<file path="config.mk">
export PLATFORM = sky130hd
export DESIGN_NAME = shram_arbiter
export DESIGN_NICKNAME = d
export VERILOG_FILES = /design/src/rtl/shram_pkg.sv /design/src/rtl/shram_store.sv /design/src/rtl/shram_arb.sv /design/src/rtl/shram_cpu_seq.sv /design/src/rtl/shram_arbiter.sv
export SDC_FILE = /design/constraint.sdc
export NUM_CORES = 2
export LEC_CHECK = 0
export ABC_AREA = 1
export BUFFER_PORTS_ARGS = -buffer_cell sky130_fd_sc_hd__buf_4
export CORE_MARGIN = 2
export CORE_UTILIZATION = 29
export CTS_BUF_LIST = sky130_fd_sc_hd__clkbuf_8
export CTS_CLUSTER_SIZE = 12
export DETAILED_ROUTE_END_ITERATION = 6
export PLACE_DENSITY_LB_ADDON = 0.2
export SLEW_MARGIN = 15
export SYNTH_ARGS = -nofsm -noshare
export SYNTH_HDL_FRONTEND = slang
export SYNTH_SLANG_ARGS = --single-unit
</file>
<file path="constraint.sdc">
create_clock -name clk -period 5.4 [get_ports clk]
set_clock_uncertainty 0.05 [all_clocks]
set_input_delay 0.54 -clock clk [delete_from_list [all_inputs] [get_ports clk]]
set_output_delay 0.54 -clock clk [all_outputs]
set_load 0.005 [all_outputs]
</file>
<file path="src/rtl/shram_pkg.sv">
package shram_pkg;

  // Processor access sizes
  localparam logic [1:0] SZ_BYTE = 2'd0;
  localparam logic [1:0] SZ_WORD = 2'd1;
  localparam logic [1:0] SZ_LONG = 2'd2;
  localparam logic [1:0] SZ_RSVD = 2'd3;

  // One array cycle: one or two bytes starting at addr
  typedef struct packed {
    logic [7:0]  addr;
    logic        two;
    logic [15:0] wdata;
  } half_t;

  // True when the access needs two array cycles
  function automatic logic split_access(input logic [1:0] sz, input logic a0);
    return (sz == SZ_LONG) || (sz == SZ_RSVD) || ((sz == SZ_WORD) && a0);
  endfunction

  // Address, lane count and data for half h of a processor access
  function automatic half_t plan_half(input logic [1:0] sz, input logic [6:0] a,
                                      input logic h, input logic [31:0] wd);
    half_t p;
    logic [7:0] base;
    base    = {1'b0, a};
    p.addr  = base;
    p.two   = 1'b0;
    p.wdata = {8'h00, wd[7:0]};
    case (sz)
      SZ_BYTE: begin
        p.wdata = {8'h00, wd[7:0]};
      end
      SZ_WORD: begin
        if (!a[0]) begin
          p.two   = 1'b1;
          p.wdata = wd[15:0];
        end else if (!h) begin
          p.wdata = {8'h00, wd[15:8]};
        end else begin
          p.addr  = base + 8'd1;
          p.wdata = {8'h00, wd[7:0]};
        end
      end
      default: begin
        p.two = 1'b1;
        if (!h) begin
          p.wdata = wd[31:16];
        end else begin
          p.addr  = base + 8'd2;
          p.wdata = wd[15:0];
        end
      end
    endcase
    return p;
  endfunction

  // Final processor read value from the held first half and the last read
  function automatic logic [31:0] assemble(input logic [1:0] sz, input logic a0,
                                           input logic [15:0] hold, input logic [15:0] rd);
    logic [31:0] r;
    case (sz)
      SZ_BYTE: r = {24'h0, rd[7:0]};
      SZ_WORD: r = a0 ? {16'h0, hold[7:0], rd[7:0]} : {16'h0, rd};
      default: r = {hold, rd};
    endcase
    return r;
  endfunction

  // Byte lane exists in the array
  function automatic logic byte_present(input logic [7:0] a, input int unsigned depth);
    return ({24'h0, a} < depth);
  endfunction

endpackage

</file>
<file path="src/rtl/shram_store.sv">
module shram_store
  import shram_pkg::*;
#(
  parameter int unsigned DEPTH = 80
) (
  input  logic        clk,
  input  logic        rst_n,
  input  logic [7:0]  addr,
  input  logic        two,
  input  logic        we,
  input  logic [15:0] wdata,
  output logic [15:0] rdata
);
  localparam int unsigned IDX_W = $clog2(DEPTH);
  localparam int unsigned LANES = 2;

  logic [7:0] mem [DEPTH];

  logic [7:0] lane_addr [LANES];
  logic       lane_on   [LANES];
  logic       lane_ok   [LANES];
  logic [7:0] lane_wd   [LANES];
  logic [7:0] lane_rd   [LANES];

  for (genvar k = 0; k < LANES; k++) begin : g_lane
    assign lane_addr[k] = addr + 8'(k);
    assign lane_ok[k]   = byte_present(lane_addr[k], DEPTH);
    if (k == 0) begin : g_first
      assign lane_on[k] = 1'b1;
      assign lane_wd[k] = two ? wdata[15:8] : wdata[7:0];
    end else begin : g_second
      assign lane_on[k] = two;
      assign lane_wd[k] = wdata[7:0];
    end
    assign lane_rd[k] = lane_ok[k] ? mem[lane_addr[k][IDX_W-1:0]] : 8'h00;
  end

  assign rdata = two ? {lane_rd[0], lane_rd[1]} : {8'h00, lane_rd[0]};

  always_ff @(posedge clk) begin
    if (!rst_n) begin
      for (int i = 0; i < DEPTH; i++) mem[i] <= 8'h00;
    end else if (we) begin
      for (int k = 0; k < LANES; k++) begin
        if (lane_on[k] && lane_ok[k]) mem[lane_addr[k][IDX_W-1:0]] <= lane_wd[k];
      end
    end
  end

endmodule

</file>
<file path="src/rtl/shram_arb.sv">
module shram_arb #(
  parameter int unsigned MAX_WAIT = 4,
  localparam int unsigned WCNT_W  = $clog2(MAX_WAIT + 1)
) (
  input  logic              clk,
  input  logic              rst_n,
  input  logic              eng_enable,
  input  logic              eng_req,
  input  logic              cpu_req,
  output logic              cpu_gnt,
  output logic              eng_gnt,
  output logic [WCNT_W-1:0] wcnt
);
  localparam logic [WCNT_W-1:0] WMAX = WCNT_W'(MAX_WAIT);

  logic eng_want;
  logic cpu_waited;
  logic cpu_forced;

  assign eng_want   = eng_req && eng_enable;
  assign cpu_waited = (wcnt != '0);
  assign cpu_forced = (wcnt == WMAX);

  always_comb begin
    if (!eng_enable) cpu_gnt = cpu_req;
    else             cpu_gnt = cpu_req && cpu_waited && (!eng_want || cpu_forced);
    eng_gnt = eng_want && !cpu_gnt;
  end

  always_ff @(posedge clk) begin
    if (!rst_n)                  wcnt <= '0;
    else if (!cpu_req || cpu_gnt) wcnt <= '0;
    else if (!cpu_forced)        wcnt <= wcnt + 1'b1;
  end

endmodule

</file>
<file path="src/rtl/shram_cpu_seq.sv">
module shram_cpu_seq
  import shram_pkg::*;
(
  input  logic        clk,
  input  logic        rst_n,
  input  logic        cpu_req,
  input  logic [1:0]  cpu_size,
  input  logic [6:0]  cpu_addr,
  input  logic [31:0] cpu_wdata,
  input  logic        cpu_gnt,
  input  logic [15:0] rd,
  output half_t       plan,
  output logic        half_q,
  output logic        cpu_last,
  output logic        cpu_ready,
  output logic [31:0] cpu_rdata
);
  logic        split;
  logic [15:0] hold_q;

  assign split     = split_access(cpu_size, cpu_addr[0]);
  assign cpu_last  = !split || half_q;
  assign plan      = plan_half(cpu_size, cpu_addr, half_q, cpu_wdata);
  assign cpu_ready = cpu_gnt && cpu_last;
  assign cpu_rdata = cpu_ready ? assemble(cpu_size, cpu_addr[0], hold_q, rd) : 32'h0;

  always_ff @(posedge clk) begin
    if (!rst_n) begin
      half_q <= 1'b0;
      hold_q <= 16'h0;
    end else if (!cpu_req) begin
      half_q <= 1'b0;
    end else if (cpu_gnt) begin
      half_q <= !cpu_last;
      if (!cpu_last) hold_q <= rd;
    end
  end

endmodule

</file>
<file path="src/rtl/shram_arbiter.sv">
module shram_arbiter
  import shram_pkg::*;
#(
  parameter int unsigned RX_BYTES  = 32,
  parameter int unsigned TX_BYTES  = 32,
  parameter int unsigned CMD_BYTES = 16,
  parameter int unsigned MAX_WAIT  = 4,
  localparam int unsigned DEPTH    = RX_BYTES + TX_BYTES + CMD_BYTES,
  localparam int unsigned WCNT_W   = $clog2(MAX_WAIT + 1)
) (
  input  logic        clk,
  input  logic        rst_n,
  input  logic        eng_enable,
  input  logic        cpu_req,
  input  logic        cpu_we,
  input  logic [1:0]  cpu_size,
  input  logic [6:0]  cpu_addr,
  input  logic [31:0] cpu_wdata,
  output logic [31:0] cpu_rdata,
  output logic        cpu_ready,
  input  logic        eng_req,
  input  logic        eng_we,
  input  logic        eng_word,
  input  logic [6:0]  eng_addr,
  input  logic [15:0] eng_wdata,
  output logic [15:0] eng_rdata,
  output logic        eng_ack
);
  // Named internal events
  logic              cpu_gnt;
  logic              eng_gnt;
  logic [WCNT_W-1:0] wcnt;
  logic              half_q;
  logic              cpu_last;
  half_t             cpu_plan;
  half_t             eng_plan;
  half_t             acc;
  logic              acc_we;
  logic [15:0]       rd;

  shram_arb #(.MAX_WAIT(MAX_WAIT)) i_arb (
    .clk        (clk),
    .rst_n      (rst_n),
    .eng_enable (eng_enable),
    .eng_req    (eng_req),
    .cpu_req    (cpu_req),
    .cpu_gnt    (cpu_gnt),
    .eng_gnt    (eng_gnt),
    .wcnt       (wcnt)
  );

  shram_cpu_seq i_seq (
    .clk       (clk),
    .rst_n     (rst_n),
    .cpu_req   (cpu_req),
    .cpu_size  (cpu_size),
    .cpu_addr  (cpu_addr),
    .cpu_wdata (cpu_wdata),
    .cpu_gnt   (cpu_gnt),
    .rd        (rd),
    .plan      (cpu_plan),
    .half_q    (half_q),
    .cpu_last  (cpu_last),
    .cpu_ready (cpu_ready),
    .cpu_rdata (cpu_rdata)
  );

  assign eng_plan = '{addr: {1'b0, eng_addr}, two: eng_word, wdata: eng_wdata};
  assign acc      = cpu_gnt ? cpu_plan : eng_plan;
  assign acc_we   = (cpu_gnt && cpu_we) || (eng_gnt && eng_we);

  shram_store #(.DEPTH(DEPTH)) i_store (
    .clk   (clk),
    .rst_n (rst_n),
    .addr  (acc.addr),
    .two   (acc.two),
    .we    (acc_we),
    .wdata (acc.wdata),
    .rdata (rd)
  );

  assign eng_ack   = eng_gnt;
  assign eng_rdata = eng_gnt ? rd : 16'h0;

endmodule

</file>
==> summary.md <==
| Metric | Value |
|---|---|
| Final ANT Viol Nets | 0 |
| CTS tree | built |
| Crit-path max cell delay | about 0.32 ns |
| Delay-heaviest family, CP | simple AND/OR/NAND/NOR gates |
| Setup Viol. Count Final | 0 |
| Logic pwr share | 0.296 |
| Post-Synthesis Cells | 7127 |
| DRC viols | 0 |
| Routed WL | 241 mm |
| Placer congestion estimate | 1.00 |
| Layout cell share with drive strength beyond 1 | 0.109 |
| Clock Pin Slew Worst Setup and Hold Paths | approximately 0.060 ns |
| Period utilization | 0.984 |
| DR WL/cell | around 25 µm |
| Mean Syn Cell Area | 7.38 µm² |
| Die height | 430 µm |
| Worst EP arrival | 4.73 ns |
| Leak Pwr | ~27 nW |
| Fin cells | about 9800 |
| Yosys top cell by area | edfxtp_1 |
| Rel. slew slack | 0.194 |
| P&R area growth vs syn | 16.9% |
| Worst Hold Class | in -> reg |
| Worst-path fanout max | 8 |
| Net count, final | 7383 |
| CP Launch Type | flop |
| Final hold violation count | 0 |
| Initial antenna violation count | 12 |
| Most frequent cells in the layout | 2875 x nand2_1, 920 x o21ai_0, 824 x edfxtp_1 |
| Commonest non-fill, non-tap cell in the layout | nand2_1 |
| Num CTS Buffers | 158 |
| Max stage delay cell, worst path | dfxtp_2 |
| Largest cells by area after synthesis | edfxtp_1 47%, nand2_1 21%, o21ai_0 8.8% |
| Fillers | roughly 19000 |
| Critical path endpoint category | output port |
| Switch share | 0.382 |
| Via count of the routed design | 53200 |
| Clk pwr share | 0.312 |
| Placed Cells | 9489 |
| RSZ-0062 raised after global routing | true |
| CORE AREA | 181000 µm² |
| I/O Pins | 122 |
| Vias in the first global route | a little under 50000 |
| HPWL Detailed | 154 mm |
| VDD IR max | 0.174 mV |
| Sw Pwr | 0.00749 W |
| H-Tree Depth | 4 |
| #FFs+latches synth | 844 |
| Crit path top cell by count | nand2_1 |
| CP required | 4.81 ns |
| Post-synthesis sequential area ratio | 0.478 |
| Root buffer cell | clkbuf_8 |
| Crit Path Class | reg -> out |
| Die footprint | 185000 µm² |
| Clock Latency Late Sink | 0.93 ns |
| Largest net degree at the start of global routing | 161 |
| Placed cell area | 57800 µm² |
| Cell area after layout | 61500 µm² |
| Row count | roughly 160 |
| Worst-Margin Slew | about 1.2 ns |
| Maximum clock path buffer count | 3 |
| Initial Util | 0.291 |
| Die W | 430 µm |
| Power Internal | 0.0121 W |
| Run status | finished, final reports clean |
| Fin crit period | 5.32 ns |
| Wire length of the first global-routing pass | roughly 350 mm |
| Highest Clock Rate | 0.188 GHz |
| Total power draw | a little under 0.02 W |
| Yosys cell types | between 40 and 50 |
| Hold slack | 0.124 ns |
| First DRT Iteration DRCs | 6369 |
| Sink Count | 844 |
| Post-DR vias/cell | 5.42 |
| Total GRT Usage | 0.252 |
| Flop pwr share | 0.392 |
| DRT Pass-1 Iters | 6 |
| Syn. warnings | 0 |
| Synthesized area | 52600 µm² |
| Port Buffer Count | ~120 |
| Final Max Slew Viols | 0 |
| Total gr overflow | 0 |
| Synth top area share | 0.470 |
| Pwr dens | 319 nW/µm² |
| Bufs and invs on worst path | 6 |
| Count of max-cap constraint violations | 0 |
## kinds of logic (layout without fill, tap and decap cells)
logic type,count (synthesis),after routing,synth area share
simple gates,3474,3474,0.262
buf+inv,1137,1257,0.0831
other cells,1,191,0.0000713
xor+xnor,1,1,0.000167
fa+ha+maj,5,5,0.00119
compound gates,1665,1665,0.175
flops,844,844,0.478
## power groups by stage
stage / clock (W) / sequential (W) / combinational [W]
2_1_floorplan: 0 / 0.00777 / 0.00302
3_3_place_gp: 0 / 0.00781 / 0.00545
3_5_place_dp: 0 / 0.00782 / 0.00543
4_1_cts: 0.00621 / 0.00768 / 0.00558
5_1_grt: 0.00649 / 0.00771 / 0.00615
6_report: 0.00612 / 0.00768 / 0.00579
## worst min-delay path, delay by kind of cell
kind / cells / cell delay, ns
buffers and inverters: 2 / 0.28
AOI/OAI and AO/OA: 2 / 0.16
## synth_stat cells, drive strengths merged
library cell     n
nand2         2977
o21ai          932
edfxtp         824
o22ai          644
inv            536
clkbuf         471
nor2           252
nand3          205
buf            115
a21oi           61
dfxtp           20
nand4           20
clkinv          15
nor3            10
o211ai           7
a211oi           6
a221o            6
ha               5
and2             4
or2              4
a22o             3
a2111oi          1
a21o             1
a22oi            1
conb             1
nand3b           1
nor4             1
o21a             1
o21bai           1
o311ai           1
xnor2            1
## sequential cells by signal, summed over array words and instances, names as in the netlist
signal and count:
i_seq.hold_q 16, i_arb.wcnt 3, i_seq.half_q 1, i_store.mem 824
## layer usage
layer  share of wire  vias up  track usage
met2            0.44     2747        0.390
li1                -    24200            -
met3           0.094      552       0.0462
met5         0.00023        -            0
met1            0.42    25700        0.344
met4           0.048       10        0.113
## stage by stage
stage | utilization | TNS (ns) | setup slack [ns]
detailed placement | 0.320 | 0 | 0.148
global placement | 0.320 | 0 | 0.107
finish | 0.340 | 0 | 0.0841
global route | 0.340 | -0.274 | -0.0750
floorplan | - | 0 | 1.08
CTS | 0.339 | 0 | 0.0393
## final timing paths
path | cells after the start | from | slack, ns | end
worst min register to register | 1 | i_arb.wcnt[0]$_SDFFE_PP0N_ | 0.36 | i_arb.wcnt[0]$_SDFFE_PP0N_
worst min-delay path | 4 | eng_wdata[14] | 0.12 | i_store.mem[92][6]$_DFFE_PP_
worst max register to register | 17 | i_arb.wcnt[0]$_SDFFE_PP0N_ | 0.50 | i_store.mem[47][6]$_DFFE_PP_
worst max-delay path | 25 | i_arb.wcnt[0]$_SDFFE_PP0N_ | 0.08 | eng_rdata[3]
## area by class of cell
class / count / area (µm²) / share of cell area
Timing Repair inverter: 1 / 8.76 / 0.000142
Multi-Input combinational cell: 5329 / 24100 / 0.392
Antenna cell: 7 / 17.5 / 0.000285
Tap cell: 2370 / 2970 / 0.0482
Inverter: 551 / 2130 / 0.0347
Clock buffer: 161 / 2220 / 0.0360
Clock inverter: 123 / 701 / 0.0114
Sequential cell: 844 / 25100 / 0.409
Timing Repair Buffer: 421 / 4190 / 0.0682
## repair_timing
item                                    in CTS  in global routing
buffers inserted                            14                  7
cloned                                       3                  2
gates resized for setup                     61                 48
hold buffers                                 1                  0
endpoints found under the setup margin      32                 31
pin swaps                                    9                  6
endpoints found under the hold margin        4                  0
Note: power is estimated with default switching activity, not from simulation.
